==> src/rtl/scram_pkg.sv <==
package scram_pkg;

  typedef enum logic [1:0] {
    SL_NONE,
    SL_DUMMY,
    SL_EXT,
    SL_VEC
  } slot_e;

  function automatic logic [3:0] sbox4(input logic [3:0] x);
    logic [3:0] y;
    case (x)
      4'h0: y = 4'hC; 4'h1: y = 4'h5; 4'h2: y = 4'h6; 4'h3: y = 4'hB;
      4'h4: y = 4'h9; 4'h5: y = 4'h0; 4'h6: y = 4'hA; 4'h7: y = 4'hD;
      4'h8: y = 4'h3; 4'h9: y = 4'hE; 4'hA: y = 4'hF; 4'hB: y = 4'h8;
      4'hC: y = 4'h4; 4'hD: y = 4'h7; 4'hE: y = 4'h1; default: y = 4'h2;
    endcase
    return y;
  endfunction

  function automatic logic [3:0] sbox4_inv(input logic [3:0] y);
    logic [3:0] x;
    x = '0;
    for (int i = 0; i < 16; i++) begin
      if (sbox4(4'(i)) == y) x = 4'(i);
    end
    return x;
  endfunction

  function automatic logic [7:0] rotl8(input logic [7:0] x, input logic [2:0] s);
    logic [15:0] t;
    t = {x, x} << s;
    return t[15:8];
  endfunction

  function automatic logic [7:0] rotr8(input logic [7:0] x, input logic [2:0] s);
    logic [15:0] t;
    t = {x, x} >> s;
    return t[7:0];
  endfunction

endpackage

==> src/rtl/addr_scrambler.sv <==
module addr_scrambler
  import scram_pkg::*;
#(
  parameter int AW       = 16,
  parameter int KW       = 64,
  parameter int ROUNDS   = 3,
  parameter int PERM_MUL = 7
) (
  input  logic [KW-1:0] key_i,
  input  logic [AW-1:0] laddr_i,
  output logic [AW-1:0] paddr_o
);
  localparam int NIB    = AW / 4;
  localparam int KSLOTS = KW / AW;

  logic [AW-1:0] stage [ROUNDS+1];
  assign stage[0] = laddr_i;

  for (genvar r = 0; r < ROUNDS; r++) begin : g_round
    logic [AW-1:0] mixed, subst, perm;
    assign mixed = stage[r] ^ key_i[(r % KSLOTS)*AW +: AW];
    for (genvar n = 0; n < NIB; n++) begin : g_nib
      assign subst[n*4 +: 4] = sbox4(mixed[n*4 +: 4]);
    end
    // odd multiplier mod power of two: a bit permutation
    for (genvar b = 0; b < AW; b++) begin : g_perm
      assign perm[b] = subst[(b*PERM_MUL) % AW];
    end
    assign stage[r+1] = perm;
  end

  assign paddr_o = stage[ROUNDS] ^ key_i[(ROUNDS % KSLOTS)*AW +: AW];

endmodule

==> src/rtl/data_cipher.sv <==
module data_cipher
  import scram_pkg::*;
#(
  parameter int AW      = 16,
  parameter int KW      = 64,
  parameter bit DECRYPT = 1'b0
) (
  input  logic [KW-1:0] key_i,
  input  logic [AW-1:0] laddr_i,
  input  logic [7:0]    din_i,
  output logic [7:0]    dout_o
);
  logic [7:0] pre_mask, post_mask;
  logic [2:0] rot;

  assign pre_mask  = key_i[KW-1 -: 8] ^ laddr_i[7:0];
  assign post_mask = key_i[KW-9 -: 8] ^ laddr_i[AW-1 -: 8];
  assign rot       = key_i[18:16] ^ laddr_i[2:0];

  if (!DECRYPT) begin : g_enc
    logic [7:0] a, b, c;
    assign a      = din_i ^ pre_mask;
    assign b      = {sbox4(a[7:4]), sbox4(a[3:0])};
    assign c      = rotl8(b, rot);
    assign dout_o = c + post_mask;
  end else begin : g_dec
    logic [7:0] a, b, c;
    assign c      = din_i - post_mask;
    assign b      = rotr8(c, rot);
    assign a      = {sbox4_inv(b[7:4]), sbox4_inv(b[3:0])};
    assign dout_o = a ^ pre_mask;
  end

endmodule

==> src/rtl/dummy_lfsr.sv <==
module dummy_lfsr #(
  parameter int             W        = 16,
  parameter int             KW       = 64,
  parameter logic [W-1:0]   TAPS     = 16'hB400,
  parameter logic [W-1:0]   ALT_SEED = 16'hACE1
) (
  input  logic          clk_i,
  input  logic          rst_ni,
  input  logic [KW-1:0] key_i,
  input  logic          step_i,
  output logic [W-1:0]  value_o,
  output logic          seeded_o
);
  localparam int SLICES = KW / W;

  logic [W-1:0] fold, seed, state_q, state_nx;
  logic         seeded_q;

  always_comb begin
    fold = '0;
    for (int i = 0; i < SLICES; i++) fold ^= key_i[i*W +: W];
  end

  assign seed     = (fold == '0) ? ALT_SEED : fold;
  assign state_nx = {state_q[W-2:0], ^(state_q & TAPS)};

  always_ff @(posedge clk_i or negedge rst_ni) begin
    if (!rst_ni) begin
      state_q  <= '0;
      seeded_q <= 1'b0;
    end else if (!seeded_q) begin
      state_q  <= seed;
      seeded_q <= 1'b1;
    end else if (step_i) begin
      state_q  <= state_nx;
    end
  end

  assign value_o  = state_q;
  assign seeded_o = seeded_q;

  AST_LFSR_NONZERO: assert property (@(posedge clk_i) disable iff (!rst_ni)
    seeded_q |-> (state_q != '0));

endmodule

==> src/rtl/vector_ram.sv <==
module vector_ram #(
  parameter int DEPTH = 48,
  parameter int IW    = $clog2(DEPTH)
) (
  input  logic          clk_i,
  input  logic          rst_ni,
  input  logic          we_i,
  input  logic [IW-1:0] addr_i,
  input  logic [7:0]    wdata_i,
  output logic [7:0]    rdata_o
);
  logic [7:0] mem_q [DEPTH];

  always_ff @(posedge clk_i or negedge rst_ni) begin
    if (!rst_ni) begin
      for (int i = 0; i < DEPTH; i++) mem_q[i] <= '0;
    end else if (we_i && (int'(addr_i) < DEPTH)) begin
      mem_q[addr_i] <= wdata_i;
    end
  end

  assign rdata_o = (int'(addr_i) < DEPTH) ? mem_q[addr_i] : '0;

endmodule

==> src/rtl/scram_bus_top.sv <==
module scram_bus_top
  import scram_pkg::*;
#(
  parameter int AW        = 16,
  parameter int KW        = 64,
  parameter int VEC_DEPTH = 48,
  parameter int ROUNDS    = 3
) (
  input  logic          clk_i,
  input  logic          rst_ni,
  input  logic [KW-1:0] key_i,
  input  logic          cpu_req_i,
  input  logic          cpu_we_i,
  input  logic [AW-1:0] cpu_addr_i,
  input  logic [7:0]    cpu_wdata_i,
  output logic          cpu_ack_o,
  output logic [7:0]    cpu_rdata_o,
  output logic [AW-1:0] ext_addr_o,
  output logic          ext_re_o,
  output logic          ext_we_o,
  output logic [7:0]    ext_wdata_o,
  input  logic [7:0]    ext_rdata_i
);
  localparam int VIW = $clog2(VEC_DEPTH);

  slot_e         slot_q;
  logic          phase_q;
  logic [AW-1:0] lat_addr_q;
  logic          lat_we_q;
  logic [7:0]    lat_wdata_q;
  logic [AW-1:0] ext_addr_q;
  logic          ext_re_q, ext_we_q;
  logic [7:0]    ext_wdata_q;
  logic          ack_q;
  logic [7:0]    rdata_q;

  logic          seeded, launch, capture, is_vec;
  logic [AW-1:0] lfsr_val, paddr;
  logic [7:0]    enc_out, dec_in, dec_out, vram_rdata;
  logic          vram_we;

  assign launch  = phase_q && seeded;
  assign capture = !phase_q && (slot_q != SL_NONE);
  assign is_vec  = cpu_addr_i < AW'(VEC_DEPTH);

  dummy_lfsr #(.W(AW), .KW(KW)) u_lfsr (
    .clk_i    (clk_i),
    .rst_ni   (rst_ni),
    .key_i    (key_i),
    .step_i   (launch),
    .value_o  (lfsr_val),
    .seeded_o (seeded)
  );

  addr_scrambler #(.AW(AW), .KW(KW), .ROUNDS(ROUNDS)) u_ascr (
    .key_i   (key_i),
    .laddr_i (cpu_addr_i),
    .paddr_o (paddr)
  );

  data_cipher #(.AW(AW), .KW(KW), .DECRYPT(1'b0)) u_enc (
    .key_i   (key_i),
    .laddr_i (cpu_addr_i),
    .din_i   (cpu_wdata_i),
    .dout_o  (enc_out)
  );

  // decrypt path also sees outgoing write data, for the inverse check
  assign dec_in = ext_we_q ? ext_wdata_q : ext_rdata_i;

  data_cipher #(.AW(AW), .KW(KW), .DECRYPT(1'b1)) u_dec (
    .key_i   (key_i),
    .laddr_i (lat_addr_q),
    .din_i   (dec_in),
    .dout_o  (dec_out)
  );

  assign vram_we = capture && (slot_q == SL_VEC) && lat_we_q;

  vector_ram #(.DEPTH(VEC_DEPTH), .IW(VIW)) u_vram (
    .clk_i   (clk_i),
    .rst_ni  (rst_ni),
    .we_i    (vram_we),
    .addr_i  (lat_addr_q[VIW-1:0]),
    .wdata_i (lat_wdata_q),
    .rdata_o (vram_rdata)
  );

  always_ff @(posedge clk_i or negedge rst_ni) begin
    if (!rst_ni) begin
      slot_q      <= SL_NONE;
      phase_q     <= 1'b0;
      lat_addr_q  <= '0;
      lat_we_q    <= 1'b0;
      lat_wdata_q <= '0;
      ext_addr_q  <= '0;
      ext_re_q    <= 1'b0;
      ext_we_q    <= 1'b0;
      ext_wdata_q <= '0;
      ack_q       <= 1'b0;
      rdata_q     <= '0;
    end else begin
      phase_q <= ~phase_q;
      ack_q   <= 1'b0;
      if (launch) begin
        lat_addr_q  <= cpu_addr_i;
        lat_we_q    <= cpu_we_i;
        lat_wdata_q <= cpu_wdata_i;
        if (cpu_req_i && !is_vec) begin
          slot_q      <= SL_EXT;
          ext_addr_q  <= paddr;
          ext_re_q    <= !cpu_we_i;
          ext_we_q    <= cpu_we_i;
          ext_wdata_q <= cpu_we_i ? enc_out : 8'h00;
        end else begin
          // idle or vector slot: outside it looks like a plain read
          slot_q      <= cpu_req_i ? SL_VEC : SL_DUMMY;
          ext_addr_q  <= lfsr_val;
          ext_re_q    <= 1'b1;
          ext_we_q    <= 1'b0;
          ext_wdata_q <= 8'h00;
        end
      end
      if (capture) begin
        unique case (slot_q)
          SL_EXT: begin
            ack_q <= 1'b1;
            if (!lat_we_q) rdata_q <= dec_out;
          end
          SL_VEC: begin
            ack_q <= 1'b1;
            if (!lat_we_q) rdata_q <= vram_rdata;
          end
          default: ;
        endcase
      end
    end
  end

  assign cpu_ack_o   = ack_q;
  assign cpu_rdata_o = rdata_q;
  assign ext_addr_o  = ext_addr_q;
  assign ext_re_o    = ext_re_q;
  assign ext_we_o    = ext_we_q;
  assign ext_wdata_o = ext_wdata_q;

  AST_BUS_BUSY: assert property (@(posedge clk_i) disable iff (!rst_ni)
    (slot_q != SL_NONE) |-> (ext_re_o ^ ext_we_o));

  AST_SLOT_STARTS: assert property (@(posedge clk_i) disable iff (!rst_ni)
    launch |=> (slot_q != SL_NONE) && !phase_q);

  AST_DUMMY_SILENT: assert property (@(posedge clk_i) disable iff (!rst_ni)
    (capture && (slot_q == SL_DUMMY)) |=> !cpu_ack_o);

  AST_RDATA_HOLD: assert property (@(posedge clk_i) disable iff (!rst_ni)
    !$stable(cpu_rdata_o) |-> cpu_ack_o);

  AST_REQ_LATENCY: assert property (@(posedge clk_i) disable iff (!rst_ni)
    (launch && cpu_req_i) |=> !cpu_ack_o ##1 cpu_ack_o);

  AST_ACK_PULSE: assert property (@(posedge clk_i) disable iff (!rst_ni)
    cpu_ack_o |=> !cpu_ack_o);

  AST_EXT_RANGE: assert property (@(posedge clk_i) disable iff (!rst_ni)
    (slot_q == SL_EXT) |-> (lat_addr_q >= AW'(VEC_DEPTH)));

  AST_DATA_INVERSE: assert property (@(posedge clk_i) disable iff (!rst_ni)
    ((slot_q == SL_EXT) && ext_we_o) |-> (dec_out == lat_wdata_q));

  AST_VEC_NO_WRITE: assert property (@(posedge clk_i) disable iff (!rst_ni)
    (slot_q == SL_VEC) |-> (!ext_we_o && ext_re_o));

endmodule

==> config.mk <==
export PLATFORM = sky130hd
export DESIGN_NAME = scram_bus_top
export DESIGN_NICKNAME = d
export VERILOG_FILES = /design/src/rtl/scram_pkg.sv /design/src/rtl/addr_scrambler.sv /design/src/rtl/data_cipher.sv /design/src/rtl/dummy_lfsr.sv /design/src/rtl/vector_ram.sv /design/src/rtl/scram_bus_top.sv
export SDC_FILE = /design/constraint.sdc
export NUM_CORES = 1
export LEC_CHECK = 0
export ABC_AREA = 1
export BUFFER_PORTS_ARGS = -buffer_cell sky130_fd_sc_hd__buf_2
export CORE_MARGIN = 8
export CORE_UTILIZATION = 45
export DETAILED_ROUTE_END_ITERATION = 8
export GPL_TIMING_DRIVEN = 0
export PLACE_DENSITY = 0.65
export SLEW_MARGIN = 20
export SYNTH_ARGS = -nofsm -noshare
export SYNTH_HDL_FRONTEND = slang
export SYNTH_SLANG_ARGS = --single-unit
==> constraint.sdc <==
create_clock -name clk_i -period 2.78 [get_ports clk_i]
set_input_delay 0 -clock clk_i [delete_from_list [all_inputs] [get_ports clk_i]]
set_output_delay 0 -clock clk_i [all_outputs]
set_load 0.02 [all_outputs]
### Yosys cells after proc, flatten, opt, wreduce, memory -nomap -nowiden

Memories as Yosys holds them, arrays and structs flattened.
Index checks and enable logic that the tools add are counted.
W data, S select, Z words.

| cells by class | value |
|---|---|
| $add $sub $neg | 2 |
| $lt $le $gt $ge | 4 |
| equal/unequal tests | 33 |
| shifts and indexed selects | 2 |
| muxes and demuxes | 53 |
| bitwise operators | 17 |
| reductions and logical operators | 18 |

Operator list:

| operator | count |
|---|---|
| $bwmux W384 | 1 |
| $xor A16 B16 Y16 | 7 |
| $mux W8 | 9 |
| $mux W16 | 4 |
| $mux W4 | 16 |
| $eq A4 B4 Y1 const A | 14 |
| $bmux W8 S6 | 1 |
| $demux W8 S6 | 1 |
| $xor A8 B8 Y8 | 6 |
| $eq A3 B4 Y1 const A | 8 |
| $mux W3 | 8 |
| $eq A2 B4 Y1 const A | 4 |
| $logic_not A16 Y1 | 1 |
| $lt A16 B6 Y1 const B | 1 |
| $pmux W8 S2 | 1 |
| $reduce_xor A16 Y1 | 1 |
| $shl A16 B3 Y16 | 1 |
| $shr A16 B3 Y8 | 1 |
| $mux W2 | 6 |
| $add A8 B8 Y8 | 1 |
| $eq A1 B4 Y1 const A | 2 |
| $logic_not A4 Y1 | 2 |
| $sub A8 B8 Y8 | 1 |
| $ge A7 B7 Y1 const B | 1 |
| 13 further kinds | 31 |

| word-level totals | value |
|---|---|
| bits in registers | 464 |
| bits in read-only memories | 896 |
| bits of input ports | 100 |
| output and inout port bits | 35 |
| logic and storage cells | 204 |
| memories kept | 14 |

Memory list:

| name | depth | width | read ports | clocked after Yosys merged registers in | write ports | RTL line | source |
|---|---|---|---|---|---|---|---|
| (no name shown) | 16 | 4 | 1 | 0 | 0 | scram_pkg.sv:12 | `case (x)` |
| (no name shown) | 16 | 4 | 1 | 0 | 0 | scram_pkg.sv:12 |  |
| (no name shown) | 16 | 4 | 1 | 0 | 0 | scram_pkg.sv:12 |  |
| (no name shown) | 16 | 4 | 1 | 0 | 0 | scram_pkg.sv:12 |  |
| (no name shown) | 16 | 4 | 1 | 0 | 0 | scram_pkg.sv:12 |  |
| (no name shown) | 16 | 4 | 1 | 0 | 0 | scram_pkg.sv:12 |  |
| +8 memories | n/a | n/a | n/a | n/a | n/a | n/a |  |

### Longest topological paths before layout

Gate-level depths: netlist (run 1).

| logic depth | value |
|---|---|
| depth in word-level cells | 22 |
| mapped depth | 29 |
| gate-level depth less buffers | 29 |

### Cells and area by module

From an unflattened synthesis (run 1), not the netlist that was laid out.

| unflattened totals | value |
|---|---|
| cells, all modules | 4495 |
| area total of the unflattened synthesis | 30153.9 um^2 |

Modules (own cells, without submodules):

| module | instances | cells an instance | area an instance (um^2) | seq. area each (um^2) |
|---|---|---|---|---|
| vector_ram | 1 | 2437 | 18243.7 | 9609.2 |
| addr_scrambler | 1 | 797 | 4003.8 | 0.0 |
| scram_bus_top | 1 | 377 | 3090.5 | 1576.5 |
| dummy_lfsr | 1 | 294 | 1717.9 | 425.4 |
| data_cipher (u_dec) | 1 | 305 | 1622.8 | 0.0 |
| data_cipher (u_enc) | 1 | 285 | 1475.2 | 0.0 |

### Least setup slack after synthesis (run 1)

OpenSTA, ideal clock, no wires.

| timing path | value |
|---|---|
| kind | input-to-reg |
| start | in cpu_addr_i[1] |
| end | reg ext_wdata_q[7], in the netlist ext_wdata_o[7] |
| library setup time | 116 ps |
| arrival time | 3075 ps |
| required time | 2664 ps |
| path slack | -412 ps |
| cell stages on the path | 26 |
| buffers on the path | 0 |
| cells stage by stage | xor2_1 > xor2_1 > inv_1 > ha_1 > or2_2 > nand2_1 > o21ai_0 > nand2_1 > o21ai_0 > nand2_1 > o21ai_0 > o21ai_0 > ha_1 > a21oi_1 > nand2_1 > a21o_1 > a21oi_1 > nor2_1 > nor2_1 > o21bai_1 > xor2_1 > inv_1 > nand3_1 > nand2_1 > nand2_1 > nand2_1 |

| between the ends | value |
|---|---|
| cells in the longest elaborated chain, start to end | 7 |
| elaborated cells on any way between the ends | 11 |
| those cells by class | add/sub (1); order compare (1); shift (1); mux (2); bitwise (3); reduce/logical (2); memory (1) |

RTL lines:

| what | RTL line | source |
|---|---|---|
| start: declaration | scram_bus_top.sv:14 | `input logic [AW-1:0] cpu_addr_i,` |
| $xor A8 B8 Y8 | data_cipher.sv:16 | `assign pre_mask = key_i[KW-1 -: 8] ^ laddr_i[7:0];` |
| $xor A8 B8 Y8 | data_cipher.sv:22 | `assign a = din_i ^ pre_mask;` |
| $mem_v2 Z16 W4 | n/a |  |
| $shl A16 B3 Y16 | scram_pkg.sv:32 | `t = {x, x} << s;` |
| $add A8 B8 Y8 | data_cipher.sv:25 | `assign dout_o = c + post_mask;` |
| $mux W8 | scram_bus_top.sv:114 | `ext_wdata_q <= cpu_we_i ? enc_out : 8'h00;` |
| $mux W8 (*) | scram_bus_top.sv:109 | `if (cpu_req_i && !is_vec) begin` |
| end signal: assignment | scram_bus_top.sv:114 |  |
| end: declaration | scram_bus_top.sv:33 | `logic [7:0] ext_wdata_q;` |

Mark *: on every way between the ends. The rest lies on a longest branch, timed or not.
A chain may end at the register's enable or synchronous reset.

### Worst setup path after layout (run 1)

| timing path | value |
|---|---|
| start | reg ext_we_q, in the netlist ext_we_o |
| end | reg rdata_q[5], in the netlist cpu_rdata_o[5] |

| between the ends | value |
|---|---|
| cells in the longest elaborated chain, start to end | 21 |
| elaborated cells on any way between the ends | 34 |
| those cells by class | add/sub (1); eq/ne (13); shift (1); mux (17); bitwise (1); reduce/logical (1) |

RTL lines:

| what | RTL line | source |
|---|---|---|
| start: declaration | scram_bus_top.sv:32 | `logic ext_re_q, ext_we_q;` |
| start signal: assignment | scram_bus_top.sv:113 | `ext_we_q <= cpu_we_i;` |
| $mux W8 (*) | scram_bus_top.sv:69 | `assign dec_in = ext_we_q ? ext_wdata_q : ext_rdata_i;` |
| $sub A8 B8 Y8 (*) | data_cipher.sv:28 | `assign c = din_i - post_mask;` |
| $shr A16 B3 Y8 (*) | scram_pkg.sv:38 | `t = {x, x} >> s;` |
| $eq A3 B4 Y1 | scram_pkg.sv:25 | `if (sbox4(4'(i)) == y) x = 4'(i);` |
| $mux W2 (2 in series) | scram_pkg.sv:25 |  |
| $mux W3 (4 in series) | scram_pkg.sv:25 |  |
| $mux W4 (7 in series) | scram_pkg.sv:25 |  |
| $mux W4 (*) | scram_pkg.sv:25 |  |
| $xor A8 B8 Y8 (*) | data_cipher.sv:31 | `assign dout_o = a ^ pre_mask;` |
| $mux W8 (*) | scram_bus_top.sv:128 | `if (!lat_we_q) rdata_q <= dec_out;` |
| $pmux W8 S2 (*) | scram_bus_top.sv:125 | `unique case (slot_q)` |
| end signal: assignment | scram_bus_top.sv:128 |  |
| end signal: assignment | scram_bus_top.sv:132 | `if (!lat_we_q) rdata_q <= vram_rdata;` |
| end: declaration | scram_bus_top.sv:35 | `logic [7:0] rdata_q;` |

Mark *: on every way between the ends. The rest lies on a longest branch, timed or not. The select of a mux whose other input is x is not followed.

==> results_tabular.tex, run 1 <==
\begin{tabular}{lr}
\hline
Metric & Value \\
\hline
\multicolumn{2}{l}{\textbf{Synthesis}} \\
\quad Number of different library cells in the post-synthesis netlist & 52 \\
\quad Async SR Flop Fraction & 1.00 \\
\quad Avg Cell Area, Syn & 7.64 sq um \\
\quad Predominant post-synthesis flop cell & dfrtp\_1 \\
\quad Number of warnings issued by yosys & 0 \\
\quad Cell count after synthesis & 3468 \\
\quad Fraction of the yosys area taken by sequential cells & 0.438 \\
\quad Netlist area before placement & 0.0265 sq mm \\
\quad EDFF count, synth & 0 \\
\quad Number of register bits inferred by synthesis & 464 \\
\quad Synth Net Count & 3653 \\
\multicolumn{2}{l}{\textbf{Setup path}} \\
\quad Reg-to-reg startpoint & ext\_we\_o \\
\quad Data required time at the worst endpoint & 3.28 ns \\
\quad FF-to-FF path depth & 21 \\
\quad Critical Path Sink Type & flop \\
\quad Register-to-register setup slack & -0.16 ns \\
\quad Type of origin of the critical path & flop \\
\quad Reg-to-Reg End & cpu\_rdata\_o[5] \\
\quad Crit-path max FO & 7 \\
\quad CP startpoint & ext\_we\_o \\
\quad Worst setup path endpoint & cpu\_rdata\_o[5] \\
\quad Kind of critical path & flop to flop \\
\quad Data arrival time of the worst path & 3.44 ns \\
\multicolumn{2}{l}{\textbf{Power and ir drop}} \\
\quad Leakage & 15.8 nW \\
\quad Post-layout total power & 21.8 mW \\
\quad VDD IR-drop max & 0.553 mV \\
\quad Power density cells & 660 mW/mm\^{}2 \\
\multicolumn{2}{l}{\textbf{Clock tree}} \\
\quad Clock network latency to the later pin of the worst-skew pair & 0.63 ns \\
\quad Register clock-pin slew on the reported worst setup and hold paths & 0.06 ns \\
\quad TritonCTS sink count & 464 \\
\quad CTS Buf Count & 51 \\
\quad Cell at the root of the clock tree & clkbuf\_16 \\
\quad TritonCTS clock tree & done \\
\quad Number of buffers on the longest clock path & 3 \\
\quad H-tree level count & 2 \\
\multicolumn{2}{l}{\textbf{Route}} \\
\quad Average wire length per cell after detail routing & 22.7 um \\
\quad Total detailed-routing wirelength & 104000 um \\
\quad Vias & 26.3k \\
\quad Vias per inst & 5.75 \\
\quad Remaining design rule violation count & 0 \\
\quad First-pass detailed-route iteration total & 5 \\
\quad Antenna viol nets, final & 0 \\
\quad Initial DRC Count & 2769 \\
\multicolumn{2}{l}{\textbf{Finish}} \\
\quad Area Overhead vs Synth & 24.7\% \\
\quad Antenna Diode Count & 0 \\
\quad Multi-input combinational cell area & 0.0149 sq mm \\
\quad Leading cell type in the layout, fill and taps excluded & nand2\_1 \\
\quad Count of fill cells added during filler insertion & 5443 \\
\quad Number of nets in the layout & 3952 \\
\quad Register Area & 0.0116 sq mm \\
\quad Fraction of final layout cells with drive strength greater than 1 & 0.184 \\
\quad Top library cells by usage in the layout, fill and taps aside & nand2\_1, dfrtp\_1, o21ai\_0 \\
\quad Fraction of the core area covered by cells at the end of the flow & 0.564 \\
\multicolumn{2}{l}{\textbf{Floorplanning}} \\
\quad Number of rows in the core area & 89 \\
\quad Top Ports & 135 \\
\quad Die width & 259 um \\
\quad Area of the core & 0.0586 sq mm \\
\quad Chip Height & 259 um \\
\quad Initial core utilization & 0.452 \\
\quad Overall die area & 0.0669 sq mm \\
\multicolumn{2}{l}{\textbf{Job}} \\
\quad Maximum Capacitance Violations & 0 \\
\multicolumn{2}{l}{\textbf{Placed design}} \\
\quad Routability-driven placement congestion ratio & 0.999 \\
\quad Worst slack at placement & -1.12 ns \\
\quad Post-detail-place hpwl & 73000 um \\
\quad Number of buffer cells added on primary ports & 123 \\
\multicolumn{2}{l}{\textbf{GRT}} \\
\quad Pin count of the biggest net entering global routing & 102 \\
\quad Aggregate global routing overflow & 0 \\
\quad Tot GR Track Use & 0.296 \\
\quad Vias in the first global route & 25.0k \\
\quad Wire length of the first global-routing pass & 153000 um \\
\quad Initial antenna violation count & 4 \\
\multicolumn{2}{l}{\textbf{Outcome}} \\
\quad Violated checks & setup timing \\
\quad Status & finished, violations left \\
\multicolumn{2}{l}{\textbf{STA}} \\
\quad Upper clock frequency limit & 340 MHz \\
\quad Slew at the pin closest to its max-slew limit & 0.854 ns \\
\quad Worst relative slew slack & 0.428 \\
\quad Setup TNS & -1.44 ns \\
\quad Final Cycle Share & 1.06 \\
\quad Number of failing hold endpoints at the final stage & 0 \\
\quad Unrepaired setup endpoints after global routing & yes \\
\quad Skew final & 0.0364 ns \\
\quad Fin Hold WS & 0.00509 ns \\
\quad Clock period minus final worst setup slack & 2.94 ns \\
\quad Setup violation total in the final timing report & 12 \\
\quad Final slew viol count & 0 \\
\quad Final critical-path setup slack & -0.165 ns \\
\multicolumn{2}{l}{\textbf{Min path}} \\
\quad Kind of path behind the tightest hold check & primary input to asynchronous set/reset pin \\
\hline
\end{tabular}
[critical path: stages, from the launching register on]
cell and delay, ns:
dfrtp_2 0.44, inv_2 0.09, buf_8 0.14, nand2_1 0.10, o21ai_4 0.09, ha_4 0.34
nand2_2 0.08, nand2_2 0.09, nand3b_1 0.21, nand2_2 0.20, nand2_4 0.09, nand3_4 0.10
nand3_4 0.09, nand3_2 0.10, nand2_4 0.10, buf_6 0.13, a21oi_2 0.09, nand2_1 0.07
nand2_1 0.06, nand2_1 0.07, nand3_2 0.11, a21boi_2 0.05
[sequential cells by signal, summed over array words and instances (netlist names), 2 cells and up]
name            count
lat_wdata_q         8
u_lfsr.value_o     16
ext_wdata_o         8
ext_addr_o         16
slot_q              2
u_vram.mem_q      384
cpu_rdata_o         8
lat_addr_q         16
[cells by family after synthesis]
group           Yosys count  synth area share
simple gates           1704             0.271
compound gates          667             0.145
flops                   464             0.438
buf+inv                 426            0.0625
xor+xnor                120            0.0420
fa+ha+maj                85            0.0407
other cells               1          0.000142
mux                       1          0.000378
[per-stage QoR]
step / cell area (sq um) / cells
2_1_floorplan: 26500 / 3468
3_3_place_gp: 28100 / 4364
3_5_place_dp: 28300 / 4370
4_1_cts: 31600 / 4551
5_1_grt: 33000 / 4582
6_report: 33000 / 4582
[worst min-delay path by stage]
stage	cells after the start	slack [ns]	endpoint
detailed placement	1	-0.02	u_vram.mem_q[38]
floorplan	0	-0.30	cpu_ack_o
CTS	5	-0.09	ext_addr_o[15]
global placement	3	0.24	lat_wdata_q[3]
finish	3	0.005	u_vram.mem_q[6]
global route	3	0.03	u_vram.mem_q[6]
[per-layer routing]
layer | up-vias | track usage | wire, um
li1 | 12000 | - | -
met1 | 12500 | 0.372 | 39900
met2 | 1387 | 0.471 | 47300
met3 | 422 | 0.0601 | 9040
met4 | 6 | 0.175 | 7480
met5 | - | 0 | 43
[cell type report]
class,count,share of cell area
multi-input cells,2578,0.451
clock buffers,80,0.0462
repair buffers,249,0.0592
inverters,254,0.0293
plain buffers,169,0.0243
clock inverters,15,0.00951
well taps,773,0.0293
flip-flops and latches,464,0.352
[cell usage after synthesis, types with 3 or more instances]
cell / instances / area, sq um
nand4_1: 46 / 288
nand3_2: 16 / 160
a221oi_1: 42 / 368
dfrtp_1: 464 / 11600
a21oi_1: 26 / 130
nand2_1: 1256 / 4710
or2_2: 9 / 56.3
o221ai_1: 15 / 131
and3_1: 5 / 31.3
o22ai_1: 4 / 25.0
nor3_1: 6 / 30.0
xor2_1: 40 / 350
nor4_1: 3 / 18.8
o21ai_1: 10 / 50.1
ha_1: 83 / 1040
xnor2_2: 4 / 65.1
inv_2: 19 / 71.3
buf_2: 34 / 170
inv_1: 233 / 875
xor2_2: 4 / 65.1
a21boi_1: 5 / 37.5
buf_4: 3 / 22.5
nand2_2: 31 / 194
clkbuf_1: 126 / 473
o21ai_0: 475 / 2380
nor2_1: 38 / 143
o211ai_1: 6 / 45.0
xnor2_1: 72 / 631
o21ai_2: 3 / 26.3
nand3b_1: 13 / 97.6
nand3_1: 269 / 1350
a22o_1: 18 / 158
a22oi_1: 52 / 390
nor3_2: 3 / 30.0
nand2_4: 3 / 33.8
buf_1: 8 / 30.0
o31ai_1: 3 / 22.5
[what timing repair did]
action | in CTS | in global routing
gates resized for setup | 220 | 242
endpoints found under the hold margin | 295 | 2
setup buffers | 39 | 31
gates cloned | 1 | 0
hold buffers | 47 | 2
pin swaps | 45 | 104
setup endpoints to repair | 411 | 408
[power breakdown]
part	internal (mW)	leakage (nW)	total (mW)	switching [mW]
Combinational	2.45	8.59	7.08	4.63
Clock	4.44	0.891	7.43	2.99
Sequential	7.10	6.32	7.31	0.210
Note: power is estimated with default switching activity, not from simulation.
==> run 2, diff against run 1 <==
- CORE_UTILIZATION: 45 -> 50
- HOLD_SLACK_MARGIN: not set -> 0.05
- PLACE_DENSITY: 0.65 -> 0.71
==> run 2 against run 1 <==
The flow finishes with violations (hold timing, setup timing). Global-route usage up 2.7 points. Setup slack better by 0.038 ns. Final area fell by 0.68%. Count of clock-buffer cells in the layout fell by 1. Routed wire length is 2.1% lower. Clock skew barely moved. Register-to-register slack improved by 0.04 ns. Non-clock buffer count rose by 17. Maximum frequency is 1.3% higher. Sequential cell count unchanged. Critical path type is now primary input to flop. Largest cell class unchanged. Largest power group is now sequential cells.
==> results_tabular.tex, run 2 (synthesis gave the netlist of run 1 again) <==
\begin{tabular}{lr}
\hline
Metric & Value \\
\hline
\multicolumn{2}{l}{\textbf{Setup path}} \\
\quad Worst path bufs/invs & 4 \\
\quad Type of origin of the critical path & primary input \\
\quad Register-to-register setup slack & -0.12 ns \\
\quad Dominant delay contributor by cell family on the critical path & compound AO/OA/AOI/OAI gates \\
\quad FF-to-FF path depth & 12 \\
\quad Data arrival time of the worst path & 3.38 ns \\
\quad Kind of critical path & primary input to flop \\
\quad Worst setup path endpoint & ext\_wdata\_o[7] \\
\quad Worst path max stage delay & 0.35 ns \\
\quad Cell count along the critical path & 27 \\
\quad Crit-path max FO & 4 \\
\quad CP startpoint & key\_i[61] \\
\quad Critical path's slowest cell & ha\_1 \\
\quad Most common cell type on the critical path & nand2\_1 \\
\quad Reg-to-reg startpoint & lat\_addr\_q[1] \\
\quad Critical Path Sink Type & flop \\
\quad Data required time at the worst endpoint & 3.26 ns \\
\quad Reg-to-Reg End & cpu\_rdata\_o[7] \\
\multicolumn{2}{l}{\textbf{Route}} \\
\quad Vias & 26.6k \\
\quad Vias per inst & 5.90 \\
\quad Average wire length per cell after detail routing & 22.5 um \\
\quad Total detailed-routing wirelength & 102000 um \\
\quad First-pass detailed-route iteration total & 6 \\
\quad Initial DRC Count & 3242 \\
\quad Remaining design rule violation count & 0 \\
\quad Antenna viol nets, final & 0 \\
\multicolumn{2}{l}{\textbf{Finish}} \\
\quad Leading cell type in the layout, fill and taps excluded & nand2\_1 \\
\quad Area Overhead vs Synth & 23.9\% \\
\quad Register containing the most flip-flops in the final layout & u\_vram.mem\_q \\
\quad Count of fill cells added during filler insertion & 4436 \\
\quad Fraction of final layout cells with drive strength greater than 1 & 0.187 \\
\quad Non-Filler Cell Area, Final & 0.0328 sq mm \\
\quad Flip-flop count of the largest register, all copies and words added & 384 \\
\quad Fraction of the core area covered by cells at the end of the flow & 0.626 \\
\quad Number of nets in the layout & 3968 \\
\quad Top library cells by usage in the layout, fill and taps aside & nand2\_1, dfrtp\_1, o21ai\_0 \\
\multicolumn{2}{l}{\textbf{Clock tree}} \\
\quad TritonCTS clock tree & done \\
\quad Cell at the root of the clock tree & clkbuf\_16 \\
\quad Number of buffers on the longest clock path & 3 \\
\quad TritonCTS sink count & 464 \\
\quad H-tree level count & 2 \\
\quad CTS Buf Count & 50 \\
\quad Clock network latency to the later pin of the worst-skew pair & 0.62 ns \\
\quad Register clock-pin slew on the reported worst setup and hold paths & 0.06 ns \\
\multicolumn{2}{l}{\textbf{GRT}} \\
\quad Aggregate global routing overflow & 0 \\
\quad Initial antenna violation count & 4 \\
\quad Pin count of the biggest net entering global routing & 97 \\
\quad Wire length of the first global-routing pass & 151000 um \\
\quad Vias in the first global route & 25.3k \\
\quad Tot GR Track Use & 0.323 \\
\multicolumn{2}{l}{\textbf{Floorplanning}} \\
\quad Die width & 246 um \\
\quad Chip Height & 246 um \\
\quad Area of the core & 0.0524 sq mm \\
\quad Overall die area & 0.0606 sq mm \\
\quad Top Ports & 135 \\
\quad Number of rows in the core area & 84 \\
\quad Initial core utilization & 0.505 \\
\multicolumn{2}{l}{\textbf{Placed design}} \\
\quad Number of buffer cells added on primary ports & 123 \\
\quad Routability-driven placement congestion ratio & 0.985 \\
\quad Total cell area at the placement stage & 0.0281 sq mm \\
\quad Post-detail-place hpwl & 71600 um \\
\multicolumn{2}{l}{\textbf{STA}} \\
\quad Setup violation total in the final timing report & 9 \\
\quad Number of failing hold endpoints at the final stage & 2 \\
\quad Worst relative slew slack & 0.441 \\
\quad Fin Hold WS & -0.00354 ns \\
\quad Final slew viol count & 0 \\
\quad Slew at the pin closest to its max-slew limit & 0.839 ns \\
\quad Setup TNS & -0.797 ns \\
\quad Unrepaired setup endpoints after global routing & yes \\
\quad Clock period minus final worst setup slack & 2.91 ns \\
\quad Final critical-path setup slack & -0.126 ns \\
\quad Upper clock frequency limit & 344 MHz \\
\quad Final Cycle Share & 1.05 \\
\quad Skew final & 0.0360 ns \\
\multicolumn{2}{l}{\textbf{Outcome}} \\
\quad Status & finished, violations left \\
\quad Violated checks & hold timing, setup timing \\
\multicolumn{2}{l}{\textbf{Power and ir drop}} \\
\quad VDD IR-drop max & 0.507 mV \\
\quad Leakage & 15.8 nW \\
\quad Power density cells & 650 mW/mm\^{}2 \\
\multicolumn{2}{l}{\textbf{Min path}} \\
\quad Kind of path behind the tightest hold check & primary input to asynchronous set/reset pin \\
\multicolumn{2}{l}{\textbf{Job}} \\
\quad Maximum Capacitance Violations & 0 \\
\hline
\end{tabular}
==> run 2: cell types whose count changed in the layout (fill, tap and decap cells not counted), sizes merged <==
cell,before,now
clkdlybuf4s15,1,0
buf,242,245
clkbuf,207,209
bufinv,7,4
dlygate4sd3,48,60
diode,0,1
clkinvlp,3,1
inv,252,254
clkinv,7,9
==> run 2: routing by layer <==
layer	wire length, um	track usage
met5	36	0
met4	7510	0.209
met3	10200	0.0810
met2	46100	0.504
met1	37700	0.395
==> run 2: final cells by class <==
class | instances | area (sq um) | area share
Buffer | 171 | 802 | 0.0244
Tap cell | 688 | 861 | 0.0262
Clock buffer | 79 | 1520 | 0.0464
Inverter | 254 | 971 | 0.0296
Sequential cell | 464 | 11600 | 0.354
Multi-Input combinational cell | 2578 | 14800 | 0.450
Antenna cell | 1 | 2.50 | 0.0000763
Timing Repair Buffer | 264 | 2060 | 0.0627
Clock inverter | 14 | 214 | 0.00652
==> run 2: worst min-delay path by stage <==
stage | to | cells after the start | from
final | u_vram.mem_q[341] | 3 | rst_ni
after global routing | u_vram.mem_q[341] | 3 | rst_ni
after CTS | ext_addr_o[13] | 5 | key_i[61]
after detailed placement | u_vram.mem_q[30] | 1 | rst_ni
after global placement | lat_wdata_q[3] | 3 | cpu_wdata_i[3]
after floorplan | cpu_ack_o | 0 | rst_ni
==> run 2: tightest hold or removal path, cell delays in order <==
cell	delay, ns
dlygate4sd3_1	0.56
buf_8	0.14
buf_16	0.32
==> run 2: repair_timing <==
| item | CTS | global route |
|---|---|---|
| gates resized for setup | 210 | 253 |
| hold buffers | 58 | 2 |
| endpoints found under the hold margin | 319 | 2 |
| endpoints found under the setup margin | 411 | 375 |
| buffers inserted | 30 | 47 |
| pin swaps | 54 | 117 |
| gates cloned | 0 | 1 |
==> run 2: through the flow <==
stage | std cells | total power, mW | setup WS [ns]
6_report | 4513 | 21.3 | -0.126
5_1_grt | 4512 | 22.2 | -0.334
4_1_cts | 4464 | 20.3 | -0.0290
3_5_place_dp | 4284 | 12.8 | -1.10
3_3_place_gp | 4279 | 12.7 | -8.58
2_1_floorplan | 3468 | 11.0 | -0.369
==> run 2: report_power, final <==
| part | leakage [nW] | switching, mW | internal (mW) |
|---|---|---|---|
| combinational | 8.60 | 4.55 | 2.43 |
| sequential | 6.32 | 0.212 | 7.10 |
| clock | 0.855 | 2.90 | 4.14 |
| total | 15.8 | 7.66 | 13.7 |
